File: config.mk
export PLATFORM = sky130hd
export DESIGN_NAME = updown_timer
export DESIGN_NICKNAME = d
export VERILOG_FILES = /design/src/rtl/updown_timer_pkg.sv /design/src/rtl/utc_ctrl_reg.sv /design/src/rtl/utc_reload.sv /design/src/rtl/utc_count_core.sv /design/src/rtl/utc_compare.sv /design/src/rtl/updown_timer.sv
export SDC_FILE = /design/constraint.sdc
export NUM_CORES = 1
export LEC_CHECK = 0
export BUFFER_PORTS_ARGS = -buffer_cell sky130_fd_sc_hd__buf_2
export CAP_MARGIN = 10
export CORE_MARGIN = 3
export CORE_UTILIZATION = 58
export CTS_BUF_LIST = sky130_fd_sc_hd__clkbuf_8
export DETAILED_ROUTE_END_ITERATION = 6
export PLACE_DENSITY = 0.76
export SYNTH_ARGS = -nofsm -noshare
export SYNTH_HDL_FRONTEND = slang
export SYNTH_HIERARCHICAL = 1
export SYNTH_SLANG_ARGS = --single-unit
File: constraint.sdc
create_clock -name clk -period 3.9 [get_ports clk]
set_input_delay 0.195 -clock clk [delete_from_list [all_inputs] [get_ports clk]]
set_output_delay 0.195 -clock clk [all_outputs]
set_load 0.01 [all_outputs]
File: src/rtl/updown_timer_pkg.sv
// Package: shared register addresses, control-bit positions and the mode type
// for the multi-mode timer. Assumes a counter/data width of at least 8 bits.
package updown_timer_pkg;

    localparam int UTC_A_CTRL   = 0;
    localparam int UTC_A_RELOAD = 1;
    localparam int UTC_A_CMP    = 2;
    localparam int UTC_A_COUNT  = 3;
    localparam int UTC_A_STATUS = 4;

    localparam int UTC_B_EN   = 0;
    localparam int UTC_B_OPM  = 3;
    localparam int UTC_B_DIR  = 4;
    localparam int UTC_B_MODE = 5;
    localparam int UTC_B_PRE  = 7;

    typedef enum logic [1:0] {
        UTC_EDGE     = 2'b00,
        UTC_CTR_DOWN = 2'b01,
        UTC_CTR_UP   = 2'b10,
        UTC_CTR_BOTH = 2'b11
    } utc_mode_t;

endpackage

File: src/rtl/utc_ctrl_reg.sv
// Control register: enable, one-pulse, direction, mode and reload-buffer bits.
// Assumes field values arrive already split from the bus word. The direction
// bit is owned by the counter while a centre-aligned mode is active.
module utc_ctrl_reg
    import updown_timer_pkg::*;
#(
    parameter int W = 16
) (
    input  logic      clk,
    input  logic      rst_n,
    input  logic      wr,
    input  logic      w_en,
    input  logic      w_opm,
    input  logic      w_dir,
    input  logic [1:0] w_mode,
    input  logic      w_pre,
    input  logic      upd,
    output logic      en,
    output logic      opm,
    output logic      dir,
    output utc_mode_t mode,
    output logic      pre,
    output logic [W-1:0] rd
);

    logic center;
    logic mode_lock;

    assign center    = (mode != UTC_EDGE);
    assign mode_lock = en && !center && (w_mode != 2'b00);

    // Purpose: register updates from the bus, one-pulse stop and direction tracking.
    always_ff @(posedge clk) begin
        if (!rst_n) begin
            en   <= 1'b0;
            opm  <= 1'b0;
            dir  <= 1'b0;
            mode <= UTC_EDGE;
            pre  <= 1'b0;
        end else begin
            if (wr) begin
                en  <= w_en;
                opm <= w_opm;
                pre <= w_pre;
                if (!mode_lock) begin
                    mode <= utc_mode_t'(w_mode);
                end
            end
            if (upd && opm) begin
                en <= 1'b0;
            end
            if (center) begin
                if (upd) begin
                    dir <= ~dir;
                end
            end else if (wr) begin
                dir <= w_dir;
            end
        end
    end

    // Purpose: assemble the read-back word with unused bits held at zero.
    always_comb begin
        rd               = '0;
        rd[UTC_B_EN]     = en;
        rd[UTC_B_OPM]    = opm;
        rd[UTC_B_DIR]    = dir;
        rd[UTC_B_MODE+:2] = mode;
        rd[UTC_B_PRE]    = pre;
    end

endmodule

File: src/rtl/utc_reload.sv
// Reload storage: a bus-visible buffer and the active value used by the counter.
// With buffering off both change together. With it on, the active copy
// follows the buffer only at an update pulse.
module utc_reload #(
    parameter int             W   = 16,
    parameter logic [W-1:0]   RST = '1
) (
    input  logic         clk,
    input  logic         rst_n,
    input  logic         wr,
    input  logic [W-1:0] wdata,
    input  logic         pre,
    input  logic         upd,
    output logic [W-1:0] active,
    output logic [W-1:0] buffered
);

    // Purpose: capture bus writes and transfer the buffer on update pulses.
    always_ff @(posedge clk) begin
        if (!rst_n) begin
            active   <= RST;
            buffered <= RST;
        end else begin
            if (wr) begin
                buffered <= wdata;
            end
            if (wr && !pre) begin
                active <= wdata;
            end else if (upd && pre) begin
                active <= buffered;
            end
        end
    end

endmodule

File: src/rtl/utc_count_core.sv
// Count core: computes the next count, wrap/turnaround detection and the
// update pulse for edge-aligned and centre-aligned counting. A reload of 0
// in a centre-aligned mode parks the count at 0 with no update.
module utc_count_core #(
    parameter int W = 16
) (
    input  logic         clk,
    input  logic         rst_n,
    input  logic         en,
    input  logic         center,
    input  logic         dir,
    input  logic [W-1:0] reload,
    input  logic         load,
    input  logic [W-1:0] load_val,
    output logic [W-1:0] cnt,
    output logic         upd
);

    localparam logic [W-1:0] ONE = {{(W-1){1'b0}}, 1'b1};

    logic [W-1:0] nxt;
    logic         wrap;

    // Purpose: next-count and boundary detection for the current mode and direction.
    always_comb begin
        nxt  = cnt;
        wrap = 1'b0;
        if (!center) begin
            if (!dir) begin
                wrap = (cnt == reload);
                nxt  = wrap ? '0 : cnt + ONE;
            end else begin
                wrap = (cnt == '0);
                nxt  = wrap ? reload : cnt - ONE;
            end
        end else if (reload != '0) begin
            if (!dir) begin
                wrap = (cnt >= reload - ONE);
                nxt  = wrap ? reload : cnt + ONE;
            end else begin
                wrap = (cnt <= ONE);
                nxt  = wrap ? '0 : cnt - ONE;
            end
        end else begin
            nxt = '0;
        end
    end

    assign upd = en && wrap;

    // Purpose: count register, with bus loads taking precedence over counting.
    always_ff @(posedge clk) begin
        if (!rst_n) begin
            cnt <= '0;
        end else if (load) begin
            cnt <= load_val;
        end else if (en) begin
            cnt <= nxt;
        end
    end

endmodule

File: src/rtl/utc_compare.sv
// Compare channel: holds the compare value and a sticky match flag. Whether
// a match counts depends on the mode and the current count direction.
module utc_compare
    import updown_timer_pkg::*;
#(
    parameter int W = 16
) (
    input  logic         clk,
    input  logic         rst_n,
    input  logic         wr_val,
    input  logic         wr_stat,
    input  logic [W-1:0] wdata,
    input  logic         en,
    input  logic [W-1:0] cnt,
    input  utc_mode_t    mode,
    input  logic         dir,
    output logic [W-1:0] ccr,
    output logic         flag
);

    logic gate;
    logic hit;

    // Purpose: allow a match only in the directions the mode permits.
    always_comb begin
        unique case (mode)
            UTC_CTR_DOWN: gate = dir;
            UTC_CTR_UP:   gate = !dir;
            default:      gate = 1'b1;
        endcase
    end

    assign hit = en && gate && (cnt == ccr);

    // Purpose: compare value storage and sticky flag with set-over-clear priority.
    always_ff @(posedge clk) begin
        if (!rst_n) begin
            ccr  <= '0;
            flag <= 1'b0;
        end else begin
            if (wr_val) begin
                ccr <= wdata;
            end
            if (hit) begin
                flag <= 1'b1;
            end else if (wr_stat && !wdata[0]) begin
                flag <= 1'b0;
            end
        end
    end

endmodule

File: src/rtl/updown_timer.sv
// Top: register decode and read-back for the multi-mode up/down timer.
// Assumes single-cycle bus writes and combinational reads; unmapped
// addresses read as zero and ignore writes.
module updown_timer
    import updown_timer_pkg::*;
#(
    parameter int                 CNT_W      = 16,
    parameter int                 ADDR_W     = 3,
    parameter logic [CNT_W-1:0]   RELOAD_RST = '1
) (
    input  logic              clk,
    input  logic              rst_n,
    input  logic              bus_we,
    input  logic [ADDR_W-1:0] bus_addr,
    input  logic [CNT_W-1:0]  bus_wdata,
    output logic [CNT_W-1:0]  bus_rdata,
    output logic              run_o,
    output logic              update_o,
    output logic              cmp_flag_o
);

    logic             wr_ctrl, wr_reload, wr_cmp, wr_count, wr_stat;
    logic             en_q, opm_q, dir_q, pre_q, upd;
    utc_mode_t        mode_q;
    logic [CNT_W-1:0] ctrl_rd, reload_act, reload_buf, cmp_q, count_q;
    logic             flag_q;

    // Purpose: decode bus writes per register.
    always_comb begin
        wr_ctrl   = bus_we && (bus_addr == ADDR_W'(UTC_A_CTRL));
        wr_reload = bus_we && (bus_addr == ADDR_W'(UTC_A_RELOAD));
        wr_cmp    = bus_we && (bus_addr == ADDR_W'(UTC_A_CMP));
        wr_count  = bus_we && (bus_addr == ADDR_W'(UTC_A_COUNT));
        wr_stat   = bus_we && (bus_addr == ADDR_W'(UTC_A_STATUS));
    end

    utc_ctrl_reg #(.W(CNT_W)) u_ctrl (
        .clk    (clk),
        .rst_n  (rst_n),
        .wr     (wr_ctrl),
        .w_en   (bus_wdata[UTC_B_EN]),
        .w_opm  (bus_wdata[UTC_B_OPM]),
        .w_dir  (bus_wdata[UTC_B_DIR]),
        .w_mode (bus_wdata[UTC_B_MODE+:2]),
        .w_pre  (bus_wdata[UTC_B_PRE]),
        .upd    (upd),
        .en     (en_q),
        .opm    (opm_q),
        .dir    (dir_q),
        .mode   (mode_q),
        .pre    (pre_q),
        .rd     (ctrl_rd)
    );

    utc_reload #(.W(CNT_W), .RST(RELOAD_RST)) u_reload (
        .clk      (clk),
        .rst_n    (rst_n),
        .wr       (wr_reload),
        .wdata    (bus_wdata),
        .pre      (pre_q),
        .upd      (upd),
        .active   (reload_act),
        .buffered (reload_buf)
    );

    utc_count_core #(.W(CNT_W)) u_core (
        .clk      (clk),
        .rst_n    (rst_n),
        .en       (en_q),
        .center   (mode_q != UTC_EDGE),
        .dir      (dir_q),
        .reload   (reload_act),
        .load     (wr_count),
        .load_val (bus_wdata),
        .cnt      (count_q),
        .upd      (upd)
    );

    utc_compare #(.W(CNT_W)) u_cmp (
        .clk     (clk),
        .rst_n   (rst_n),
        .wr_val  (wr_cmp),
        .wr_stat (wr_stat),
        .wdata   (bus_wdata),
        .en      (en_q),
        .cnt     (count_q),
        .mode    (mode_q),
        .dir     (dir_q),
        .ccr     (cmp_q),
        .flag    (flag_q)
    );

    // Purpose: read-back multiplexer.
    always_comb begin
        unique case (bus_addr)
            ADDR_W'(UTC_A_CTRL):   bus_rdata = ctrl_rd;
            ADDR_W'(UTC_A_RELOAD): bus_rdata = reload_buf;
            ADDR_W'(UTC_A_CMP):    bus_rdata = cmp_q;
            ADDR_W'(UTC_A_COUNT):  bus_rdata = count_q;
            ADDR_W'(UTC_A_STATUS): bus_rdata = {{(CNT_W-1){1'b0}}, flag_q};
            default:               bus_rdata = '0;
        endcase
    end

    assign run_o      = en_q;
    assign update_o   = upd;
    assign cmp_flag_o = flag_q;

endmodule

==> results of run 1 <==
[sequential cells by signal, summed over array words and instances (netlist names)]
name,flops
u_cmp/ccr,16
u_core/cnt,16
u_reload/active,16
u_reload/buffered,16
u_ctrl/mode,2
u_cmp/flag,1
u_ctrl/dir,1
u_ctrl/en,1
u_ctrl/opm,1
u_ctrl/pre,1
[metal layers]
| metal | wire (um) | GRT usage [%] |
|---|---|---|
| met1 | 7840 | 45.4 |
| met2 | 8670 | 52.5 |
| met4 | 935 | 15.1 |
| met5 | 0 | 0 |
| met3 | 1890 | 4.09 |
[timing repair]
action | CTS | global route
pin swaps | 0 | 2
setup endpoints to repair | 1 | 16
resized for setup | 1 | 5
gates cloned | 0 | 0
[how the worst min path moves through the flow]
stage	start	endpoint	slack (ps)	cells past startpoint
6_report	bus_wdata[13]	u_reload/buffered[13]$_SDFFE_PN1P_	130	3
5_1_grt	bus_wdata[2]	u_reload/buffered[2]$_SDFFE_PN1P_	120	3
4_1_cts	bus_wdata[13]	u_reload/buffered[13]$_SDFFE_PN1P_	110	3
3_5_place_dp	bus_wdata[13]	u_reload/buffered[13]$_SDFFE_PN1P_	480	3
3_3_place_gp	bus_wdata[13]	u_reload/buffered[13]$_SDFFE_PN1P_	460	3
2_1_floorplan	bus_wdata[0]	u_reload/buffered[0]$_SDFFE_PN1P_	320	2
[layout make-up]
class,count,area (um^2),area share (%)
timing repair buffer,77,478,7.30
multi-input combinational,588,4260,65.0
clock inverter,5,25.0,0.382
inverter,13,48.8,0.745
clock buffer,11,151,2.31
tap,133,166,2.54
sequential,71,1420,21.7
[metrics by stage]
stage,utilization (%),cell area (um^2),hold slack (ps)
floorplan,-,6150,322
global placement,63.5,6350,462
detailed placement,63.5,6350,475
CTS,65.3,6530,105
global route,65.5,6550,125
finish,65.5,6550,125
[power by group]
group / internal [mW] / leakage [nW] / switching [mW]
clock network: 0.259 / 0.0977 / 0.285
logic: 0.199 / 1.98 / 0.292
registers: 0.749 / 0.578 / 0.0559
[critical path, cell delays in order, from the launching register on]
cell and delay [ps]:
dfxtp_1 320, nor4_1 270, buf_4 190, nand2_1 80
nor4_1 210, buf_4 180, nand2_1 60, xor2_1 150
ha_1 350, nand4_1 150, nor3_2 210, o2111ai_2 180
nand3_2 100, mux2i_1 70, o21ai_1 170, and3_4 230
buf_4 130, buf_2 140
[layout by cell type, fill, tap and decap left out, types with 4 or more instances in the layout]
master and instances:
nand2_1 88, dfxtp_1 71, nor2_1 53, xnor2_1 41, buf_2 40, buf_4 37
mux2i_1 35, nor2b_1 33, a21oi_1 31, xor2_1 30, o21ai_0 29, ha_1 23
a31oi_1 18, nand3_1 17, mux4_2 15, nor3_1 14, inv_1 14, a211oi_1 13
clkbuf_8 11, o211ai_1 11, conb_1 10, nand4_1 9, nor4_1 9, nand2b_1 7
and3_1 7, or3_1 6, nor3b_1 4, nor4_2 4, and4_1 4, a21o_1 4
[logic make-up (layout without fill, tap and decap cells)]
group	after synthesis	after routing
AND/OR/NAND/NOR	282	282
AO/OA/AOI/OAI	148	148
adder cells (fa/ha/maj)	23	23
XOR/XNOR	71	71
buffers and inverters	91	106
multiplexers	54	54
other	1	10
flip-flops	71	71
==> results.py, run 1 <==
metrics = {
    "outcome": {
        "status": "finished clean",
    },
    "yosys": {
        "synth-simple-area-share_pct": 24.7,
        "muxShareOfSynthArea_pct": 12.0,
        "synth_xor_area_share_pct": 10.2,
        "syn_avg_cell_area_um2": 8.25,
        "yosysUniqueCellTypes": 79,
        "syn_inst": 741,
        "synth_common_cells": "nand2_1, dfxtp_1, nor2_1",
        "ys_ff_latch": 71,
        "yosys_warnings": 6,
        "synth_top_family_by_area": "simple AND/OR/NAND/NOR gates",
        "ys_seq_area_share_pct": 23.3,
        "synth.top_cell.area_share_pct": 23.3,
        "synthAdderAreaFrac_pct": 4.71,
        "synthFlopType": "dfxtp_1",
        "yosysMostFrequentCell": "nand2_1",
        "synth_compound_area_share_pct": 16.6,
        "synth-async-reset-ratio_pct": 0,
        "syn-cell-area_um2": 6110,
        "synth_top_area_cell": "dfxtp_1",
        "yosys-top-cells-area": "dfxtp_1, xnor2_1, mux2i_1",
        "synth-edff-count": 0,
    },
    "global_route": {
        "grt_pass1_vias": 5517,
        "grt.total_usage_pct": 33.2,
        "grt_start_max_net_pins": 38,
        "antenna_found_initial": 0,
        "grt_pass1_wl_um": 30200,
        "grt_overflow_total": 0,
    },
    "worst_setup_path": {
        "end_kind": "output pin",
        "crit_type": "reg -> out",
        "ff2ff_path_depth": 19,
        "crit_arrival_ps": 3540,
        "worstSetupStartpointType": "flop",
        "ff2ff_setup_slack_ps": 220,
        "crit_required_ps": 3700,
        "reg2reg_from": "u_reload/active[4]$_SDFFE_PN1P_",
        "startpoint": "u_reload/active[4]$_SDFFE_PN1P_",
        "worst-path-max-fanout": 4,
        "r2r-end": "u_reload/active[15]$_SDFFE_PN1P_",
        "setup.worst_path.end": "update_o",
    },
    "clock_tree": {
        "insertion_delay_ps": 350,
        "cts_max_path_buffers": 2,
        "tritoncts": "built",
        "cts_made_buffers": 9,
        "htreeDepth": 3,
        "cts_root_buf": "clkbuf_8",
        "clock-sinks": 71,
        "cts_setup_buffers": 0,
        "path_clk_slew_ps": 80,
        "hold_buffers": 0,
    },
    "cells_and_area": {
        "nNetsFinal": 805,
        "fill_cells": 871,
        "area_growth_pct": 7.12,
        "fin_cells": 898,
        "drive_above_1_share_pct": 17.8,
        "antenna_cells": 0,
    },
    "timing": {
        "relSlewSlack_pct": 31.3,
        "worst_slew_pin_slew_ps": 1020,
        "timing.setup.tns_ps": 0,
        "max_freq_mhz": 268,
        "setup_viol": 0,
        "post-route-min-period_ps": 3730,
        "fin_crit_sh_pct": 95.7,
        "final_max_slew_viol_count": 0,
        "fin_worst_skew_ps": 6.15,
        "timing.final.hold_violations": 0,
        "fin_ws_ps": 167,
        "rsz0062_at_grt": "no",
    },
    "floorplan": {
        "coreArea_um2": 10000,
        "die-area_um2": 11800,
        "die_h_um": 109,
        "fp-row-count": 36,
        "chipWidth_um": 109,
        "io_pins": 41,
        "start_util_pct": 61.1,
    },
    "route": {
        "routedWlPerCell_um": 21.5,
        "dr.pass1.iters": 6,
        "route.detailed.drc": 0,
        "vias": 5914,
        "wl_um": 19300,
        "drt-initial-drc-count": 887,
        "ant_nets": 0,
        "via_per_inst": 6.59,
    },
    "place": {
        "post-place-cells": 882,
        "pre_cts_slack_ps": 149,
        "globalplace.congestion": 0.989,
        "io_buffers": 40,
        "hpwl_um": 14200,
    },
    "worst_hold_path": {
        "min_path_type": "in -> reg",
    },
    "run": {
        "cap_violations": 0,
    },
    "pwr": {
        "power_density_nw_per_um2": 281,
        "finalPower_mw": 1.84,
        "ir_drop_mv": 0.206,
        "p_leak_nw": 2.66,
    },
}
No activity file was read; power rests on OpenSTA's default activity.
==> run 2, diff against run 1 <==
--- a/config.mk
+++ b/config.mk
@@ -7,11 +7,12 @@
 export LEC_CHECK = 0
 export BUFFER_PORTS_ARGS = -buffer_cell sky130_fd_sc_hd__buf_2
 export CAP_MARGIN = 10
-export CORE_MARGIN = 3
+export CORE_MARGIN = 2
 export CORE_UTILIZATION = 58
 export CTS_BUF_LIST = sky130_fd_sc_hd__clkbuf_8
 export DETAILED_ROUTE_END_ITERATION = 6
 export PLACE_DENSITY = 0.76
+export SLEW_MARGIN = 20
 export SYNTH_ARGS = -nofsm -noshare
 export SYNTH_HDL_FRONTEND = slang
 export SYNTH_HIERARCHICAL = 1
==> run 2 against run 1 <==
Compared with the run above:
- hold slack worse by 3.9 ps
- clock power is 15% higher
- die area is 3.6% lower
- maximum frequency is 1.2% lower
- via count is 2.8% higher
- cell count is 1.3% higher
- core utilization is 0.53 points lower
==> results.py, run 2 (synthesized netlist as in run 1, its figures left out) <==
metrics = {
    "outcome": {
        "status": "finished clean",
    },
    "worst_setup_path": {
        "crit_type": "reg -> out",
        "crit_required_ps": 3700,
        "worst-path-max-fanout": 5,
        "worstSetupStartpointType": "flop",
        "crit_arrival_ps": 3580,
        "end_kind": "output pin",
    },
    "cells_and_area": {
        "area_growth_pct": 9.21,
        "final_cell_mix": "nand2_1, dfxtp_1, nor2_1, buf_4, xnor2_1",
        "fill_cells": 838,
        "antenna_cells": 0,
        "seq_area_um2": 1420,
        "fin_util_pct": 65.0,
        "final_cell_area_um2": 6680,
        "multiInputGateArea_um2": 4280,
        "fin_cells": 910,
        "nNetsFinal": 814,
        "drive_above_1_share_pct": 19.5,
        "layout_commonest_cell": "nand2_1",
    },
    "route": {
        "drt-initial-drc-count": 923,
        "route.detailed.drc": 0,
        "vias": 6079,
        "dr.pass1.iters": 6,
        "wl_um": 20200,
        "routedWlPerCell_um": 22.2,
        "ant_nets": 0,
        "via_per_inst": 6.68,
    },
    "clock_tree": {
        "hold_buffers": 0,
        "clock-sinks": 71,
        "cts_root_buf": "clkbuf_8",
        "cts_max_path_buffers": 2,
        "tritoncts": "built",
        "htreeDepth": 3,
        "insertion_delay_ps": 350,
        "cts_made_buffers": 9,
        "path_clk_slew_ps": 90,
    },
    "timing": {
        "timing.setup.tns_ps": 0,
        "post-route-min-period_ps": 3780,
        "setup_viol": 0,
        "timing.final.hold_violations": 0,
        "final_max_slew_viol_count": 0,
        "max_freq_mhz": 265,
        "fin_worst_skew_ps": 13.1,
        "relSlewSlack_pct": 43.7,
        "fin_crit_sh_pct": 96.8,
        "worst_slew_pin_slew_ps": 842,
    },
    "floorplan": {
        "start_util_pct": 59.5,
        "chipWidth_um": 107,
        "io_pins": 41,
        "die_h_um": 107,
        "die-area_um2": 11400,
        "fp-row-count": 37,
        "coreArea_um2": 10300,
    },
    "pwr": {
        "power_density_nw_per_um2": 290,
        "ir_drop_mv": 0.168,
        "finalPower_mw": 1.94,
        "p_leak_nw": 2.71,
    },
    "global_route": {
        "grt_overflow_total": 0,
        "grt_pass1_wl_um": 32000,
        "grt_pass1_vias": 5924,
        "grt.total_usage_pct": 36.0,
        "antenna_found_initial": 0,
        "grt_start_max_net_pins": 40,
    },
    "place": {
        "globalplace.congestion": 1.03,
        "post-place-cells": 891,
        "hpwl_um": 14600,
        "io_buffers": 40,
        "post_dp_cell_area_um2": 6400,
    },
    "worst_hold_path": {
        "min_path_type": "in -> reg",
    },
    "run": {
        "cap_violations": 0,
    },
}
run 2: timing repair:
| action | in CTS | in global routing |
|---|---|---|
| pin swaps | 0 | 3 |
| endpoints found under the setup margin | 1 | 21 |
| resized for setup | 1 | 9 |
| buffers inserted | 0 | 3 |
run 2: area by class of cell:
type | instances | area share [%]
multi-input cells | 588 | 64.1
repair buffers | 86 | 8.17
clock buffers | 11 | 2.27
inverters | 13 | 0.731
well taps | 136 | 2.55
flip-flops and latches | 71 | 21.3
clock inverters | 5 | 0.843
run 2: metrics by stage:
stage / hold WS [ps] / setup slack [ps]
finish: 122 / 123
global route: 135 / -87.1
CTS: 101 / 13.6
detailed placement: 466 / 157
global placement: 461 / 406
floorplan: 322 / 50.8
run 2: layer usage:
layer / vias to the layer above / share of wire (%) / global-route usage [%]
met1: 2847 / 40 / 46.9
met5: - / 0 / 0
met4: 0 / 6.3 / 19.1
li1: 2686 / - / -
met3: 111 / 9.6 / 5.84
met2: 435 / 44 / 57.2
run 2: power breakdown:
part,total (mW),internal (mW),switching (mW)
clock,0.629,0.329,0.299
sequential,0.806,0.749,0.0571
combinational,0.502,0.203,0.299
run 2: worst paths after layout:
| check | start | to | slack (ps) | cells past startpoint |
|---|---|---|---|---|
| max | u_reload/active[4]$_SDFFE_PN1P_ | update_o | 120 | 17 |
| min | bus_wdata[13] | u_reload/buffered[13]$_SDFFE_PN1P_ | 120 | 3 |
| max reg2reg | u_reload/active[4]$_SDFFE_PN1P_ | u_core/cnt[8]$_SDFFE_PN0P_ | 240 | 15 |
| min reg2reg | u_reload/buffered[6]$_SDFFE_PN1P_ | u_reload/active[6]$_SDFFE_PN1P_ | 520 | 2 |
run 2: critical path: stages, from the launching register on:
cell and delay [ps]:
dfxtp_1 370, nor4_2 300, buf_4 170, nand2_1 100
nor4_2 160, buf_4 180, nand2_1 70, xor2_1 180
ha_1 310, a21oi_1 150, o21ai_0 100, a21oi_1 250
nand3_2 130, mux2i_1 160, o21ai_1 100, and3_4 200
buf_4 150, buf_2 140
==> run 3, diff against run 2 <==
--- a/config.mk
+++ b/config.mk
@@ -8,12 +8,12 @@
 export BUFFER_PORTS_ARGS = -buffer_cell sky130_fd_sc_hd__buf_2
 export CAP_MARGIN = 10
 export CORE_MARGIN = 2
-export CORE_UTILIZATION = 58
+export CORE_UTILIZATION = 57
 export CTS_BUF_LIST = sky130_fd_sc_hd__clkbuf_8
 export DETAILED_ROUTE_END_ITERATION = 6
-export PLACE_DENSITY = 0.76
+export PLACE_DENSITY = 0.79
+export SKIP_LAST_GASP = 1
 export SLEW_MARGIN = 20
 export SYNTH_ARGS = -nofsm -noshare
 export SYNTH_HDL_FRONTEND = slang
-export SYNTH_HIERARCHICAL = 1
 export SYNTH_SLANG_ARGS = --single-unit
==> run 3 against run 2 <==
Compared with the run above:
- the run now ends with DRC left
- register-to-register slack got worse by 180 ps
- cell area shrank 0.84%
- area after synthesis fell by 2.6%
- core utilization is 0.26 points lower
- count of clock-buffer cells in the layout is 1 lower
- combinational power up 0.8%
- sequential share of layout area up 0.18 points
- cell count up 4.5%
- sequential power down 2%
- clock power fell by 3.3%
- synthesized cell count rose by 6.9%
- critical endpoint unchanged
- highest routed layer unchanged
==> results.py, run 3 <==
metrics = {
    "run": {
        "cap_violations": 0,
    },
    "cells_and_area": {
        "fin_util_pct": 64.7,
        "final_cell_mix": "nand2_1, dfxtp_1, nor2_1, nand3_1, xnor2_1",
        "area_growth_pct": 11.1,
        "antenna_cells": 0,
        "nNetsFinal": 856,
        "layout_commonest_cell": "nand2_1",
        "fill_cells": 842,
        "drive_above_1_share_pct": 17.9,
        "fin_cells": 951,
    },
    "route": {
        "routedWlPerCell_um": 21.4,
        "drt-initial-drc-count": 1217,
        "ant_nets": 0,
        "via_per_inst": 6.75,
        "dr.pass1.iters": 7,
        "vias": 6419,
        "route.detailed.drc": 2,
        "wl_um": 20400,
    },
    "worst_setup_path": {
        "worst-path-max-fanout": 11,
        "worstSetupStartpointType": "flop",
        "crit_required_ps": 3700,
        "ff2ff_setup_slack_ps": 60,
        "crit_type": "reg -> out",
        "crit_arrival_ps": 3670,
        "end_kind": "output pin",
    },
    "clock_tree": {
        "path_clk_slew_ps": 90,
        "hold_buffers": 0,
        "tritoncts": "built",
        "cts_root_buf": "clkbuf_8",
        "clock-sinks": 71,
        "cts_made_buffers": 9,
        "htreeDepth": 3,
        "insertion_delay_ps": 370,
        "cts_max_path_buffers": 2,
    },
    "yosys": {
        "synth.top_cell.area_share_pct": 23.9,
        "synth-async-reset-ratio_pct": 0,
        "syn-num-nets": 838,
        "synth_top_area_cell": "dfxtp_1",
        "syn-cell-area_um2": 5960,
        "yosys_warnings": 0,
        "yosysMostFrequentCell": "nand2_1",
        "yosys-top-cells-area": "dfxtp_1, nand2_1, xnor2_1",
        "synth-edff-count": 0,
        "ys_ff_latch": 71,
        "synth_common_cells": "nand2_1, dfxtp_1, clkbuf_1",
        "syn_inst": 792,
        "ys_seq_area_share_pct": 23.9,
        "yosysUniqueCellTypes": 67,
        "synthFlopType": "dfxtp_1",
        "syn_avg_cell_area_um2": 7.52,
    },
    "global_route": {
        "grt_start_max_net_pins": 52,
        "grt_pass1_wl_um": 32000,
        "antenna_found_initial": 0,
        "grt.total_usage_pct": 36.3,
        "grt_pass1_vias": 5939,
        "grt_overflow_total": 0,
    },
    "timing": {
        "post-route-min-period_ps": 3870,
        "fin_worst_skew_ps": 12.0,
        "timing.final.hold_violations": 0,
        "max_freq_mhz": 259,
        "final_max_slew_viol_count": 0,
        "timing.setup.tns_ps": 0,
        "setup_viol": 0,
        "hold_slack_ps": 120,
        "relSlewSlack_pct": 21.6,
        "worst_slew_pin_slew_ps": 1170,
        "fin_crit_sh_pct": 99.2,
    },
    "floorplan": {
        "die_h_um": 106,
        "die-area_um2": 11300,
        "fp-row-count": 37,
        "coreArea_um2": 10200,
        "start_util_pct": 58.2,
        "io_pins": 41,
        "chipWidth_um": 106,
    },
    "pwr": {
        "p_leak_nw": 2.79,
        "finalPower_mw": 1.91,
        "ir_drop_mv": 0.245,
        "power_density_nw_per_um2": 288,
    },
    "place": {
        "post-place-cells": 930,
        "io_buffers": 40,
        "hpwl_um": 14800,
        "globalplace.congestion": 1.04,
    },
    "outcome": {
        "status": "finished, violations left",
        "failed_checks": "DRC",
    },
    "worst_hold_path": {
        "min_path_type": "in -> reg",
    },
}
run 3: changes by cell type after synthesis, sizes merged, moves of 13 or more:
| cell | delta |
|---|---|
| a21boi | +23 |
| buf | -33 |
| clkbuf | +31 |
| mux2 | +13 |
| mux2i | -32 |
| nand2 | +55 |
| nand3 | +34 |
| nor2b | -27 |
run 3: cell families after synthesis:
kind of cell             Yosys count  share of synthesized area (%)
adder cells (fa/ha/maj)           24                           5.04
buffers and inverters             91                           6.28
XOR/XNOR                          68                           10.0
AND/OR/NAND/NOR                  339                           27.2
flip-flops                        71                           23.9
multiplexers                      26                           6.05
AO/OA/AOI/OAI                    173                           21.6
run 3: report_power, final:
| part | internal [mW] | switching, mW |
|---|---|---|
| combinational | 0.196 | 0.310 |
| sequential | 0.751 | 0.0422 |
| clock | 0.305 | 0.303 |
| total | 1.25 | 0.655 |
run 3: per-stage QoR:
step | setup slack, ps | cell area (um^2)
after global routing | -105 | 6620
after CTS | 1.36 | 6540
final | 32.7 | 6620
after global placement | 184 | 6290
after floorplan | 58.2 | 5960
after detailed placement | -58.0 | 6290
run 3: worst paths after layout:
check / to / startpoint / cells after the start
hold reg to reg: u_ctrl.en$_SDFFE_PP0P_ / u_ctrl.opm$_SDFFE_PN0P_ / 1
setup / recovery: update_o / u_reload.active[4]$_SDFFE_PN1P_ / 15
hold / removal: u_reload.buffered[13]$_SDFFE_PN1P_ / bus_wdata[13] / 3
setup reg to reg: u_reload.active[4]$_SDFFE_PN1P_ / u_reload.active[4]$_SDFFE_PN1P_ / 16
run 3: worst max-delay path, cell delays in order, from the launching register on:
cell and delay (ps):
dfxtp_2 370, nor4_4 390, nand2_2 130, nor4_2 150, buf_4 180, nand2_1 80, xor2_1 160, ha_1 360
buf_4 150, a21o_1 180, a311oi_1 410, o31ai_4 160, nor2_2 210, o2bb2ai_4 90, buf_6 150, buf_2 140
run 3: layer usage:
layer | part of all wire [%] | vias up | track usage, %
met2 | 45 | 502 | 56.2
met4 | 4.9 | 0 | 18.8
li1 | - | 2864 | -
met3 | 13 | 109 | 4.90
met1 | 37 | 2944 | 49.2
met5 | 0 | - | 0
run 3: layout make-up:
type | count | area [um^2] | share of cell area, %
clock buffer | 10 | 138 | 2.08
clock inverter | 6 | 53.8 | 0.813
inverter | 15 | 56.3 | 0.851
multi-input combinational | 630 | 4250 | 64.2
sequential | 71 | 1420 | 21.5
tap | 136 | 170 | 2.57
timing repair buffer | 83 | 527 | 7.96
run 3: repair_timing:
item                       4_1_cts  5_1_grt
pin swaps                        3        7
setup buffers                    2        3
gates resized for setup          7       10
hold endpoints to repair         0        0
setup endpoints to repair       24       13
